**src/rtl/synth_loader_pkg.sv**
```systemverilog
package synth_loader_pkg;

    localparam int BLK_W     = 24;
    localparam int PAUSE_IDX = 12;
    localparam int TP_MAX    = 119;

    typedef enum logic [2:0] {
        PH_IDLE,
        PH_LOW,
        PH_HIGH,
        PH_SETTLE,
        PH_LATCH,
        PH_GAP
    } phase_e;

    typedef enum logic [1:0] {
        RATE_512  = 2'd0,
        RATE_1200 = 2'd1,
        RATE_2400 = 2'd2,
        RATE_ALT  = 2'd3
    } rate_e;

    // Extra low time, in clocks, added to bit 13 and to the inter-word gap
    function automatic logic [7:0] pause_cycles(input logic [1:0] code);
        case (rate_e'(code))
            RATE_512:  return 8'd119;
            RATE_1200: return 8'd33;
            default:   return 8'd1;
        endcase
    endfunction

endpackage

```
**src/rtl/sl_phase_timer.sv**
```systemverilog
module sl_phase_timer #(
    parameter int CW = 8
) (
    input  logic          clk,
    input  logic          rst,
    input  logic          load,
    input  logic [CW-1:0] load_val,
    output logic          expire
);
    logic [CW-1:0] cnt;

    always_ff @(posedge clk) begin
        if (rst)
            cnt <= '0;
        else if (load)
            cnt <= load_val;
        else if (cnt != '0)
            cnt <= cnt - 1'b1;
    end

    assign expire = (cnt == '0);

endmodule

```
**src/rtl/sl_block_shifter.sv**
```systemverilog
module sl_block_shifter #(
    parameter int BW = 24
) (
    input  logic          clk,
    input  logic          rst,
    input  logic          capture,
    input  logic          shift,
    input  logic [BW-1:0] blk_a,
    input  logic [BW-1:0] blk_b,
    output logic          bit_out
);
    localparam int SW = 2 * BW;

    logic [SW-1:0] sr;

    always_ff @(posedge clk) begin
        if (rst)
            sr <= '0;
        else if (capture)
            sr <= {blk_a, blk_b};
        else if (shift)
            sr <= {sr[SW-2:0], 1'b0};
    end

    assign bit_out = sr[SW-1];

    // stored words move only on capture or shift
    a_r11_hold_between_steps: assert property (@(posedge clk) disable iff (rst)
        (!capture && !shift) |=> $stable(bit_out));

endmodule

```
**src/rtl/sl_seq_ctrl.sv**
```systemverilog
module sl_seq_ctrl
    import synth_loader_pkg::*;
#(
    parameter int BW   = 24,
    parameter int PIDX = 12,
    parameter int HALF = 2,
    parameter int CW   = 8
) (
    input  logic          clk,
    input  logic          rst,
    input  logic          trigger,
    input  logic [1:0]    rate,
    input  logic          expire,
    output logic          capture,
    output logic          shift,
    output logic          tmr_load,
    output logic [CW-1:0] tmr_val,
    output phase_e        phase
);
    localparam int IW = (BW > 1) ? $clog2(BW) : 1;
    localparam logic [CW-1:0] HALF_M1 = CW'(HALF - 1);
    localparam logic [CW-1:0] FULL_M1 = CW'(2 * HALF - 1);
    localparam logic [IW-1:0] LAST_IDX  = IW'(BW - 1);
    localparam logic [IW-1:0] PAUSE_AT  = IW'(PIDX);

    phase_e        ph_n;
    logic [IW-1:0] bit_idx, idx_n;
    logic          blk2, blk2_n;
    logic [1:0]    rate_q, rate_n;
    logic [CW-1:0] tp_w;

    assign tp_w = CW'(pause_cycles(rate_q));

    always_comb begin
        ph_n     = phase;
        idx_n    = bit_idx;
        blk2_n   = blk2;
        rate_n   = rate_q;
        capture  = 1'b0;
        shift    = 1'b0;
        tmr_load = 1'b0;
        tmr_val  = '0;
        case (phase)
            PH_IDLE: if (trigger) begin
                ph_n     = PH_LOW;
                idx_n    = '0;
                blk2_n   = 1'b0;
                rate_n   = rate;
                capture  = 1'b1;
                tmr_load = 1'b1;
                tmr_val  = HALF_M1;
            end
            PH_LOW: if (expire) begin
                ph_n     = PH_HIGH;
                tmr_load = 1'b1;
                tmr_val  = HALF_M1;
            end
            PH_HIGH: if (expire) begin
                tmr_load = 1'b1;
                if (bit_idx == LAST_IDX) begin
                    ph_n    = PH_SETTLE;
                    tmr_val = HALF_M1;
                end else begin
                    ph_n    = PH_LOW;
                    idx_n   = bit_idx + 1'b1;
                    shift   = 1'b1;
                    tmr_val = (idx_n == PAUSE_AT) ? HALF_M1 + tp_w : HALF_M1;
                end
            end
            PH_SETTLE: if (expire) begin
                ph_n     = PH_LATCH;
                tmr_load = 1'b1;
                tmr_val  = FULL_M1;
            end
            PH_LATCH: if (expire) begin
                if (!blk2) begin
                    ph_n     = PH_GAP;
                    blk2_n   = 1'b1;
                    tmr_load = 1'b1;
                    tmr_val  = HALF_M1 + tp_w;
                end else begin
                    ph_n = PH_IDLE;
                end
            end
            PH_GAP: if (expire) begin
                ph_n     = PH_LOW;
                idx_n    = '0;
                shift    = 1'b1;
                tmr_load = 1'b1;
                tmr_val  = HALF_M1;
            end
            default: ph_n = PH_IDLE;
        endcase
    end

    always_ff @(posedge clk) begin
        if (rst) begin
            phase   <= PH_IDLE;
            bit_idx <= '0;
            blk2    <= 1'b0;
            rate_q  <= '0;
        end else begin
            phase   <= ph_n;
            bit_idx <= idx_n;
            blk2    <= blk2_n;
            rate_q  <= rate_n;
        end
    end

    // bit counter stays inside one word
    a_r4_idx_in_word: assert property (@(posedge clk) disable iff (rst)
        bit_idx <= LAST_IDX);

    // a latch pulse is always entered from the settle phase
    a_r6_latch_after_settle: assert property (@(posedge clk) disable iff (rst)
        (phase == PH_LATCH && $past(phase) != PH_LATCH) |-> $past(phase) == PH_SETTLE);

    // the inter-word gap only follows the first latch pulse
    a_r8_gap_after_latch: assert property (@(posedge clk) disable iff (rst)
        (phase == PH_GAP && $past(phase) != PH_GAP) |-> $past(phase) == PH_LATCH);

endmodule

```
**src/rtl/synth_loader.sv**
```systemverilog
module synth_loader
    import synth_loader_pkg::*;
#(
    parameter int HALF = 2
) (
    input  logic              clk,
    input  logic              rst,
    input  logic              power_on,
    input  logic              cfg_enable,
    input  logic [1:0]        rate_sel,
    input  logic [BLK_W-1:0]  blk_a,
    input  logic [BLK_W-1:0]  blk_b,
    output logic              ser_data,
    output logic              ser_clk,
    output logic              ser_latch,
    output logic              busy,
    output logic              osc_en
);
    localparam int MAXLEN = 2 * HALF + TP_MAX;
    localparam int CW     = $clog2(MAXLEN + 1);

    logic          pwr_q;
    logic          trigger;
    logic          capture, shift, tmr_load, expire, bit_out;
    logic [CW-1:0] tmr_val;
    phase_e        phase;

    always_ff @(posedge clk) begin
        if (rst) pwr_q <= 1'b0;
        else     pwr_q <= power_on;
    end

    assign trigger = power_on & ~pwr_q & cfg_enable;

    sl_seq_ctrl #(
        .BW(BLK_W), .PIDX(PAUSE_IDX), .HALF(HALF), .CW(CW)
    ) u_ctrl (
        .clk(clk), .rst(rst), .trigger(trigger), .rate(rate_sel),
        .expire(expire), .capture(capture), .shift(shift),
        .tmr_load(tmr_load), .tmr_val(tmr_val), .phase(phase)
    );

    sl_phase_timer #(.CW(CW)) u_timer (
        .clk(clk), .rst(rst), .load(tmr_load), .load_val(tmr_val), .expire(expire)
    );

    sl_block_shifter #(.BW(BLK_W)) u_shift (
        .clk(clk), .rst(rst), .capture(capture), .shift(shift),
        .blk_a(blk_a), .blk_b(blk_b), .bit_out(bit_out)
    );

    assign busy      = (phase != PH_IDLE);
    assign osc_en    = busy;
    assign ser_clk   = (phase == PH_HIGH);
    assign ser_latch = (phase == PH_LATCH);
    assign ser_data  = busy & bit_out;

    // data is steady while the shift clock is high
    a_r5_data_stable_high: assert property (@(posedge clk) disable iff (rst)
        (ser_clk && $past(ser_clk)) |-> ser_data == $past(ser_data));

    // latch strobe never overlaps the shift clock
    a_r6_latch_clk_low: assert property (@(posedge clk) disable iff (rst)
        ser_latch |-> !ser_clk);

    // a transfer starts only from an enabled power-on edge
    a_r2_start_cause: assert property (@(posedge clk) disable iff (rst)
        $rose(busy) |-> ($past(cfg_enable) && $past(power_on) && !$past(pwr_q)));

    // link lines rest low while idle
    a_r1_quiet_idle: assert property (@(posedge clk) disable iff (rst)
        !busy |-> (!ser_clk && !ser_latch && !ser_data));

endmodule

```
**config.mk**
```make
export PLATFORM = sky130hd
export DESIGN_NAME = synth_loader
export DESIGN_NICKNAME = d
export VERILOG_FILES = /design/src/rtl/synth_loader_pkg.sv /design/src/rtl/sl_phase_timer.sv /design/src/rtl/sl_block_shifter.sv /design/src/rtl/sl_seq_ctrl.sv /design/src/rtl/synth_loader.sv
export SDC_FILE = /design/constraint.sdc
export NUM_CORES = 1
export LEC_CHECK = 0
export BUFFER_PORTS_ARGS = -buffer_cell sky130_fd_sc_hd__clkbuf_2
export CORE_ASPECT_RATIO = 0.6
export CORE_MARGIN = 2
export CORE_UTILIZATION = 25
export CTS_BUF_LIST = sky130_fd_sc_hd__clkbuf_16
export CTS_CLUSTER_DIAMETER = 60
export DETAILED_ROUTE_END_ITERATION = 12
export GPL_ROUTABILITY_DRIVEN = 0
export GPL_TIMING_DRIVEN = 0
export PLACE_DENSITY = 0.53
export SETUP_SLACK_MARGIN = 0.3
export SLEW_MARGIN = 20
export SYNTH_ARGS = -nofsm -noshare
export SYNTH_HDL_FRONTEND = slang
export SYNTH_HIERARCHICAL = 1
export SYNTH_SLANG_ARGS = --single-unit
```
**constraint.sdc**
```tcl
create_clock -name clk -period 4.5 [get_ports clk]
set_input_delay 0.9 -clock clk [delete_from_list [all_inputs] [get_ports clk]]
set_output_delay 0.9 -clock clk [all_outputs]
set_load 0.03 [all_outputs]
```
==> metrics.md, run 1 <==
| Metric | Value |
|---|---|
| Distinct cells, synth | 54 |
| Mux cell area share after synthesis | ~15% |
| Sw Ratio | a little over 30% |
| Clock Power Share | approximately a third |
| Area Overhead vs Synth | 22.0% |
| Port-buffer cells | 58 |
| Worst-case reg-to-reg path depth | 10 |
| Largest net degree at the start of global routing | 13 |
| Row count | 33 |
| Vias per cell | approximately 4.5 |
| PnR Total Power | between 1.5 and 2 mW |
| Post-Synth Simple-Gate Area | 19.4% |
| Final Max Slew Viols | 0 |
| Avg WL per Cell | about 13 um |
| Compound-Gate Fraction of Synth Area | roughly a fifth |
| Clock root cell | clkbuf_16 |
| Period utilization | between 50% and 60% |
| Worst setup SP type | primary input |
| Synthesized instance count | ~370 |
| Sw power | 0.554 mW |
| Largest family of logic cells by synthesized area | simple AND/OR/NAND/NOR gates |
| TritonCTS clock tree | built |
| CP Launch Point | power_on |
| CTS Buffer Depth | 2 |
| CTS H-Tree Depth | 3 |
| Leading area contributor after synthesis | dfxtp_1 |
| Initial antenna violation count | 0 |
| Num ports | just under 60 |
| Pre-CTS setup slack | approximately 1500 ps |
| Sequential element share of the synthesized area | a little under two fifths |
| Layout cell share with drive strength beyond 1 | between 20% and 30% |
| Number of synthesized flops with an enable pin | 0 |
| Worst reg2reg path endpoint | u_timer/cnt[6]$_SDFFE_PP0P_ |
| Yosys warning count | 6 |
| Post-synthesis adder-cell area fraction | under 10% |
| Initial core utilization | 25.8% |
| Clk slew on worst S/H paths | 50 ps |
| GRT Util Overall | 11.6% |
| Seq pwr share | 38.9% |
| CTS sink count | 67 |
| Hold Path Class | reg2reg |
| Area of the multi-input gates | a little under 2000 um2 |
| Min Tclk post-route | ~2600 ps |
| Power Density | 421 nW/um2 |
| Routed Antenna Nets | 0 |
| First-pass GRT wire length | ~14 mm |
| GR Overflow Total | 0 |
| First-iteration detailed-routing DRC count | roughly 160 |
| Endpoint class of the critical path | flip-flop |
| Ys async rst share | 0% |
| Cell area after layout | roughly 4300 um2 |
| Fillcell total | between 1,000 and 1,500 |
| Die area | approximately 15,000 um2 |
| Syn_nets | ~420 |
| Initial DRT Pass Iterations | 4 |
| Synth Cell Area | ~3600 um2 |
| Crit path DAT | 2780 ps |
| CP Class | in2reg |
| Post-Synth XOR/XNOR Area | 1.48% |
| Vias in the first global route | between 2,000 and 3,000 |
| ANT cells | 0 |
| P_int | 1.27 mW |
| Hold path start | u_ctrl/rate_q[0]$_SDFFE_PP0P_ |
| CORE AREA | 13,800 um2 |
| Slew HR | 47.8% |
| Cell Area, Placed | ~4100 um2 |
| HPWL after DPL | 6.17 mm |
| Worst vdd ir | around 0.20 mV |
| Synth area leaders | dfxtp_1 38%, mux2i_1 14%, nor2b_1 9.3% |
| Worst R2R Setup Slack | between 2000 and 2500 ps |
| Hold-critical path depth | 2 |
| Fmax | a little under 400 MHz |
| Pleak | roughly 1.5 nW |
| Post-synth top flop | dfxtp_1 |
| Vias post-DR | around 2,800 |
| Height of the chip | between 90 and 100 um |
| Setup violators final | 0 |
| Gates resized, CTS repair | 0 |
| Gate power share | between 20% and 30% |
| Hold Vio Cnt, Final | 0 |
| # DRC | 0 |
| MaxCap Viol Count | 0 |
| Synthesized area per cell | about 9.8 um2 |
| Sequential cell area | roughly 1300 um2 |
| Hold EP | u_ctrl/rate_q[0]$_SDFFE_PP0P_ |
| Clock latency on the worst-skew pair | ~330 ps |
| Final Skew | about 4.2 ps |
| Status | completed |
| RR Startpoint | u_timer/cnt[0]$_SDFFE_PP0P_ |
| Post-CTS setup buffers | 0 |
| Synth top area share | around 38% |
| WL final | 8.29 mm |
| Worst-path fanout max | 10 |
| Crit path required time | around 4700 ps |
| # hold bufs at CTS | 0 |
| Final TNS setup | 0 ps |
| Die width | between 150 and 200 um |
| Total CTS buffers | 9 |
| Post-Route Utilization | between 30% and 40% |
| Least-Margin Pin Slew | between 700 and 800 ps |
| RSZ-0062 raised after global routing | no |
| Yosys reg bits | between 60 and 70 |
| Post-route setup slack | approximately 1900 ps |
| Fin nets | about 490 |
[flip-flops by register name, summed over array words and instances, names as in the netlist]
register        cells
pwr_q               1
u_ctrl/bit_idx      5
u_ctrl/blk2         1
u_ctrl/phase        3
u_ctrl/rate_q       2
u_shift/sr         48
u_timer/cnt         7
[through the flow]
| step | cells | hold WS, ps |
|---|---|---|
| final | 631 | 485 |
| after detailed placement | 615 | 481 |
| after global routing | 631 | 506 |
| after floorplan | 365 | 447 |
| after CTS | 631 | 489 |
| after global placement | 615 | 470 |
[layout make-up]
class                      instances  area share, %
clock inverter                     7          0.662
tap                              192           5.53
inverter                           7          0.633
buffer                            34           5.04
clock buffer                       9           5.18
multi-input combinational        257           45.4
timing repair buffer              58           6.68
sequential                        67           30.9
[cell usage after synthesis (all sizes together) (3+ instances only)]
cell type,count
a211oi,48
a21oi,10
a22oi,3
buf,21
clkbuf,13
dfxtp,67
ha,3
inv,6
mux2i,50
nand2,16
nand2b,5
nor2,6
nor2b,53
nor3b,6
o21ai,6
o22ai,5
or2,3
or3,5
xnor2,4
[cell usage in the layout (no fill, tap or decap), types with 3 or more instances in the layout]
cell type	instances
nor2_1	6
nor3b_2	3
a21oi_1	10
xnor2_1	4
clkbuf_2	58
nor2b_1	53
a211oi_1	44
or2_2	3
ha_1	3
clkbuf_1	13
nor3b_1	3
a22oi_1	3
o22ai_1	5
clkbuf_16	9
buf_1	3
mux2i_1	50
o21ai_0	5
buf_2	7
clkinv_2	3
a211oi_2	4
dfxtp_1	67
or3_1	5
nand2_1	16
nand2b_1	5
inv_1	9
buf_4	7
buf_12	3
[how the worst max path moves through the flow]
stage	end	slack, ps
global route	u_shift/sr[27]$_SDFFE_PP0P_	1710
floorplan	u_shift/sr[26]$_SDFFE_PP0P_	2110
detailed placement	u_shift/sr[27]$_SDFFE_PP0P_	1510
global placement	u_shift/sr[27]$_SDFFE_PP0P_	1550
CTS	u_shift/sr[27]$_SDFFE_PP0P_	1860
finish	u_shift/sr[27]$_SDFFE_PP0P_	1900
[routing by layer]
metal	vias up	GRT usage (%)	wire length (um)	part of all wire, %
met4	0	3.98	101	1.2
met2	65	15.9	3210	39
met3	11	3.61	413	5.0
met1	1317	17.0	4560	55
li1	1452	-	-	-
met5	-	0	0	0
[power by group through the flow]
stage / registers, mW / logic [mW] / clock network, mW
floorplan: 0.710 / 0.399 / 0
global placement: 0.722 / 0.500 / 0
detailed placement: 0.724 / 0.512 / 0
CTS: 0.712 / 0.515 / 0.626
global route: 0.721 / 0.566 / 0.652
finish: 0.712 / 0.514 / 0.602
[critical path, cell delays in order]
cell      delay [ps]
clkbuf_2          80
and3b_1          250
or4b_4           510
clkinv_2         180
buf_2            250
clkbuf_1         310
nor2b_1          220
a211oi_1          70
[cell families (layout without fill, tap and decap cells)]
kind of cell / count (synthesis) / count (layout)
compound gates: 86 / 86
xor+xnor: 6 / 6
fa+ha+maj: 3 / 3
buf+inv: 41 / 115
flops: 67 / 67
mux: 52 / 52
other cells: 1 / 1
simple gates: 109 / 109
Power figures use the tool's default switching activity.
==> run 2: changes to the inputs <==
Clock period 4.5 ns to 2.5 ns, I/O delays scaled along.
==> run 2 against run 1 <==
Hold slack worse by 85 ps. Global-route usage is 0.058 points higher. Largest cell class unchanged. Flip-flop and latch count unchanged. Critical path type is now reg2reg. Highest routed layer unchanged.
==> metrics.md, run 2 (synthesis gave the netlist of run 1 again) <==
| Metric | Value |
|---|---|
| Avg WL per Cell | approximately 13 um |
| Clock latency on the worst-skew pair | between 300 and 400 ps |
| Vias per cell | roughly 4.5 |
| Routed Antenna Nets | 0 |
| Worst R2R Setup Slack | between 400 and 500 ps |
| Hold Path Class | in2reg |
| WL met2 | 3.35 mm |
| Final Skew | 4.16 ps |
| Fmax | around 480 MHz |
| Fin nets | roughly 500 |
| Worst vdd ir | 0.372 mV |
| Setup violators final | 0 |
| Die width | about 160 um |
| CTS sink count | 67 |
| Top layer in use | met4 |
| Cell area after layout | 4510 um2 |
| Initial DRT Pass Iterations | 4 |
| Clk slew on worst S/H paths | approximately 50 ps |
| Port-buffer cells | 58 |
| Largest net degree at the start of global routing | 13 |
| CTS H-Tree Depth | 3 |
| Total CTS buffers | 9 |
| Hold path start | power_on |
| Pre-CTS setup slack | -92.4 ps |
| ANT cells | 0 |
| HPWL after DPL | roughly 6.2 mm |
| Dpl cells | a little over 600 |
| M1 wire length | 4.67 mm |
| Crit path DAT | approximately 2400 ps |
| Final Max Slew Viols | 0 |
| RSZ-0062 raised after global routing | yes |
| Post-route setup slack | ~410 ps |
| Worst setup SP type | flip-flop |
| First-iteration detailed-routing DRC count | about 150 |
| Sequential cell area | approximately 1300 um2 |
| GRT Util Overall | a little under an eighth |
| Largest reg by FF count | u_shift/sr |
| # DRC | 0 |
| CP Class | reg2reg |
| # hold bufs at CTS | 0 |
| Initial core utilization | about 26% |
| Crit path required time | around 2800 ps |
| CTS Buffer Depth | 2 |
| Vias post-DR | 2,883 |
| Final TNS setup | 0 ps |
| MaxCap Viol Count | 0 |
| Commonest non-fill, non-tap cells in the layout | 66 x dfxtp_1, 59 x clkbuf_2, 52 x nor2b_1 |
| Met3 wire len | 377 um |
| Area of the multi-input gates | a little over 2000 um2 |
| Biggest regs | u_shift/sr (48), u_timer/cnt (7), u_ctrl/bit_idx (5) |
| Initial antenna violation count | 0 |
| GR Overflow Total | 0 |
| Num ports | between 50 and 60 |
| Min Tclk post-route | 2090 ps |
| Hold Vio Cnt, Final | 0 |
| CP Launch Point | u_timer/cnt[0]$_SDFFE_PP0P_ |
| Height of the chip | between 90 and 100 um |
| TritonCTS clock tree | built |
| Commonest non-fill, non-tap cell in the layout | dfxtp_1 |
| Pleak | about 1.6 nW |
| Post-Route Utilization | between 30% and 40% |
| Die area | around 15,000 um2 |
| Fillcell total | about 1,400 |
| First-pass GRT wire length | 13.7 mm |
| Layout cell share with drive strength beyond 1 | 29.9% |
| Cell Area, Placed | 4090 um2 |
| Slew HR | 59.7% |
| Area Overhead vs Synth | 26.6% |
| Endpoint class of the critical path | flip-flop |
| Power Density | ~760 nW/um2 |
| Max reg flops | 48 |
| CORE AREA | 13,800 um2 |
| Period utilization | a little over four fifths |
| Vias in the first global route | 2,770 |
| Status | completed |
| Clock root cell | clkbuf_16 |
| Least-Margin Pin Slew | between 600 and 700 ps |
| Worst-path fanout max | 10 |
| WL final | approximately 8.5 mm |
| Row count | 33 |
| RR Startpoint | u_timer/cnt[0]$_SDFFE_PP0P_ |
| Non-Filler Instances | between 600 and 700 |
run 2: changes by cell type in the layout (fill, tap and decap cells not counted), sizes merged:
cell,previous run,this run
clkinv,5,4
clkbuf,80,79
inv,9,10
buf,21,28
run 2: area by class of cell:
cell class	instances	area share [%]
buffer	34	5.36
clock buffer	9	5.00
clock inverter	7	0.638
inverter	7	0.638
multi-input combinational	257	45.8
sequential	67	29.8
tap	192	5.33
timing repair buffer	64	7.44
run 2: path summary, 6_finish.rpt:
kind	to	cells past startpoint
setup / recovery	u_timer/cnt[4]$_SDFFE_PP0P_	11
hold / removal	pwr_q$_SDFF_PP0_	2
setup reg to reg	u_timer/cnt[4]$_SDFFE_PP0P_	11
hold reg to reg	u_ctrl/bit_idx[1]$_SDFFE_PP0P_	2
run 2: routing by layer:
metal / GRT usage (%) / up-vias
met4: 3.98 / 0
met2: 16.1 / 54
met5: 0 / -
met3: 3.61 / 9
li1: - / 1466
met1: 17.0 / 1354
run 2: power breakdown:
part           switching [mW]  internal [mW]  leakage, nW
Combinational           0.512          0.542        0.915
Clock                   0.440          0.648        0.138
Sequential             0.0908           1.20        0.549
Total                    1.04           2.39         1.60
run 2: timing repair:
action,in CTS,in global routing
cloned,0,0
resized for setup,10,28
setup buffers,1,5
endpoints found under the setup margin,48,48
pin swaps,0,4
run 2: stage by stage:
step / hold WS (ps) / total power [mW]
2_1_floorplan: 447 / 2.00
3_3_place_gp: 470 / 2.20
3_5_place_dp: 481 / 2.22
4_1_cts: 387 / 3.36
5_1_grt: 412 / 3.63
6_report: 400 / 3.43
run 2: critical path, stage by stage (launching register included):
cell and delay, ps:
dfxtp_1 320, inv_1 80, ha_2 190, and4b_1 180
buf_6 130, buf_6 130, nor2b_1 120, o21ai_0 70
o21ai_1 100, buf_4 190, or3_1 370, a21oi_1 140
==> run 3: changes to the inputs <==
Settings changed: ABC_AREA from default to 1.
Clock period 2.5 ns to 2.2 ns, I/O delays scaled along.
==> run 3 against run 2 <==
Critical endpoint is now u_timer/cnt[6]$_SDFFE_PP0P_. Hold slack worse by 88 ps. Design area up 11%. Critical path depth up 4.
==> metrics.md, run 3 <==
| Metric | Value |
|---|---|
| Cell Area, Placed | between 4000 and 5000 um2 |
| Post-Route Utilization | 34.4% |
| Seq pwr share | 27.7% |
| CTS sink count | 67 |
| Avg WL per Cell | 11.4 um |
| GRT Util Overall | between 10 and 15% |
| Initial DRT Pass Iterations | 5 |
| Dpl cells | 825 |
| Vias in the first global route | between 3,000 and 4,000 |
| Crit path required time | 2480 ps |
| Final TNS setup | 0 ps |
| Pre-CTS setup slack | -35.3 ps |
| First-pass GRT wire length | 16.0 mm |
| Yosys warning count | 6 |
| Vias post-DR | around 3,700 |
| Die area | ~16,000 um2 |
| Final Hold Slack | a little over 300 ps |
| Total CTS buffers | 9 |
| Number of synthesized flops with an enable pin | 0 |
| Final Skew | between 8 and 9 ps |
| Fmax | 514 MHz |
| Area Overhead vs Synth | 34.0% |
| Yosys reg bits | between 60 and 70 |
| Routed Antenna Nets | 0 |
| Worst setup SP type | flip-flop |
| Height of the chip | around 99 um |
| Commonest non-fill, non-tap cell in the layout | nand2_1 |
| Synthesized area per cell | between 6 and 7 um2 |
| CORE AREA | between 10,000 and 15,000 um2 |
| Hold Path Class | in2reg |
| Commonest non-fill, non-tap cells in the layout | 185 x nand2_1, 93 x nand3_1, 68 x inv_1 |
| Synth area leaders | dfxtp_1 36%, nand2_1 20%, nand3_1 14% |
| Fillcell total | between 1,500 and 2,000 |
| Clock Power Share | about 25% |
| Sequential cell area | roughly 1300 um2 |
| Area of the multi-input gates | just over 2000 um2 |
| Largest net degree at the start of global routing | 18 |
| Gate power share | between 40% and 50% |
| Initial antenna violation count | 0 |
| Clock latency on the worst-skew pair | ~330 ps |
| Crit path buffers/inverters | 4 |
| Synth top area share | 36.0% |
| CTS Buffer Depth | 2 |
| Row count | 34 |
| Worst R2R Setup Slack | 260 ps |
| MaxCap Viol Count | 0 |
| # DRC | 0 |
| CP Class | reg2reg |
| Sw Ratio | 40.0% |
| Delay of the slowest critical-path stage | ~330 ps |
| Port-buffer cells | 58 |
| Power Density | 1140 nW/um2 |
| Non-Filler Instances | 865 |
| Layout cell share with drive strength beyond 1 | between 20% and 30% |
| Worst path most repeated cell | nand2_2 |
| WL final | slightly below 10 mm |
| Syn_nets | between 600 and 700 |
| Largest reg by FF count | u_shift/sr |
| Worst-path fanout max | 5 |
| Leading area contributor after synthesis | dfxtp_1 |
| Die width | 162 um |
| GR Overflow Total | 0 |
| ANT cells | 0 |
| Num ports | 59 |
| Slowest cell on crit path | dfxtp_2 |
| Final Max Slew Viols | 0 |
| Period utilization | about nine tenths |
| Delay-heaviest family, CP | simple AND/OR/NAND/NOR gates |
| First-iteration detailed-routing DRC count | around 200 |
| RSZ-0062 raised after global routing | yes |
| Slew HR | 66.3% |
| Commonest cells in the netlist | 196 x nand2_1, 102 x nand3_1, 70 x inv_1 |
| Min Tclk post-route | slightly below 2000 ps |
| Endpoint class of the critical path | flip-flop |
| Vias per cell | 4.24 |
| Synthesized instance count | about 570 |
| Worst vdd ir | about 0.35 mV |
| Pleak | 2.57 nW |
| Clk slew on worst S/H paths | roughly 60 ps |
| CTS H-Tree Depth | 3 |
| Fin nets | between 700 and 800 |
| Crit path DAT | 2220 ps |
| Distinct cells, synth | 34 |
| Synth Cell Area | roughly 3700 um2 |
| Most common cell in the synthesized netlist | nand2_1 |
| TritonCTS clock tree | built |
| Cell area after layout | around 5000 um2 |
| Sw power | approximately 2.3 mW |
| Biggest regs | u_shift/sr (48), u_timer/cnt (7), u_ctrl/bit_idx (5) |
| Initial core utilization | around a quarter |
| Max reg flops | 48 |
| Least-Margin Pin Slew | just over 500 ps |
| PnR Total Power | about 5.7 mW |
| Clock root cell | clkbuf_16 |
| Post-synth top flop | dfxtp_1 |
| Worst path cell trace | inv_2 > ha_4 > nand2_8 > nor2_8 > clkinvlp_4 > nor2_2 > nand3_2 > nand2_2 > nand2_2 > nor2_4 > buf_4 > o21ai_0 > nor2_1 > o21ai_1 > inv_1 |
| Sequential element share of the synthesized area | 36.0% |
| Ys async rst share | 0% |
| Post-route setup slack | around 260 ps |
| Setup violators final | 0 |
| Hold Vio Cnt, Final | 0 |
| Status | completed |
| P_int | around 3.4 mW |
| HPWL after DPL | a little under 7 mm |
run 3: cell types whose count changed after synthesis, moves of 9 or more:
cell,before,now
inv_1,6,70
o21ai_0,5,15
nand3_1,2,102
clkbuf_1,13,4
nor2b_1,53,0
nand2_1,16,196
a211oi_1,44,0
mux2i_1,50,0
nor2_1,6,26
run 3: repair_timing:
action	CTS	global route
setup buffers	17	5
cloned	0	2
hold buffers	0	0
gates resized for setup	18	46
pin swaps	13	16
endpoints found under the setup margin	53	58
run 3: layer usage:
layer,vias up,GRT usage (%),part of all wire (%)
li1,1960,-,-
met1,1615,19.3,56
met2,77,16.6,38
met3,14,3.62,5.0
met4,0,4.05,1.4
met5,-,0,0
run 3: power by group through the flow:
stage          sequential, mW  combinational (mW)  clock, mW
2_1_floorplan            1.55                1.80          0
3_3_place_gp             1.59                2.25          0
3_5_place_dp             1.59                2.23          0
4_1_cts                  1.57                2.43       1.45
5_1_grt                  1.60                3.03       1.50
6_report                 1.57                2.70       1.41
run 3: cell families (layout without fill, tap and decap cells):
kind of cell,after synthesis,count (layout),share of synthesized area [%]
buffers and inverters,107,205,13.1
AND/OR/NAND/NOR,348,348,42.6
flip-flops,67,67,36.0
XOR/XNOR,5,5,1.58
other,1,1,0.101
AO/OA/AOI/OAI,38,38,5.58
adder cells (fa/ha/maj),3,3,1.01
run 3: area by class of cell:
class / count / area share (%)
clock inverter: 7 / 1.23
sequential: 67 / 27.0
multi-input combinational: 395 / 40.8
buffer: 31 / 5.24
inverter: 76 / 5.79
clock buffer: 9 / 4.51
timing repair buffer: 82 / 10.4
tap: 198 / 4.97
run 3: path summary, 6_finish.rpt:
| kind | from | to | cells after the start |
|---|---|---|---|
| setup / recovery | u_timer/cnt[0]$_SDFFE_PP0P_ | u_timer/cnt[6]$_SDFFE_PP0P_ | 15 |
| hold / removal | power_on | pwr_q$_SDFF_PP0_ | 3 |
| setup reg to reg | u_timer/cnt[0]$_SDFFE_PP0P_ | u_timer/cnt[6]$_SDFFE_PP0P_ | 15 |
| hold reg to reg | u_shift/sr[0]$_SDFFE_PP0P_ | u_shift/sr[0]$_SDFFE_PP0P_ | 2 |
run 3: worst reg2reg max path, stage by stage, from the launching register on:
cell and delay [ps]:
dfxtp_2 330, inv_2 80, ha_4 170, nand2_8 70
nor2_8 100, clkinvlp_4 170, nor2_2 160, nand3_2 110
nand2_2 110, nand2_2 90, nor2_4 100, buf_4 100
o21ai_0 70, nor2_1 130, o21ai_1 70, inv_1 50
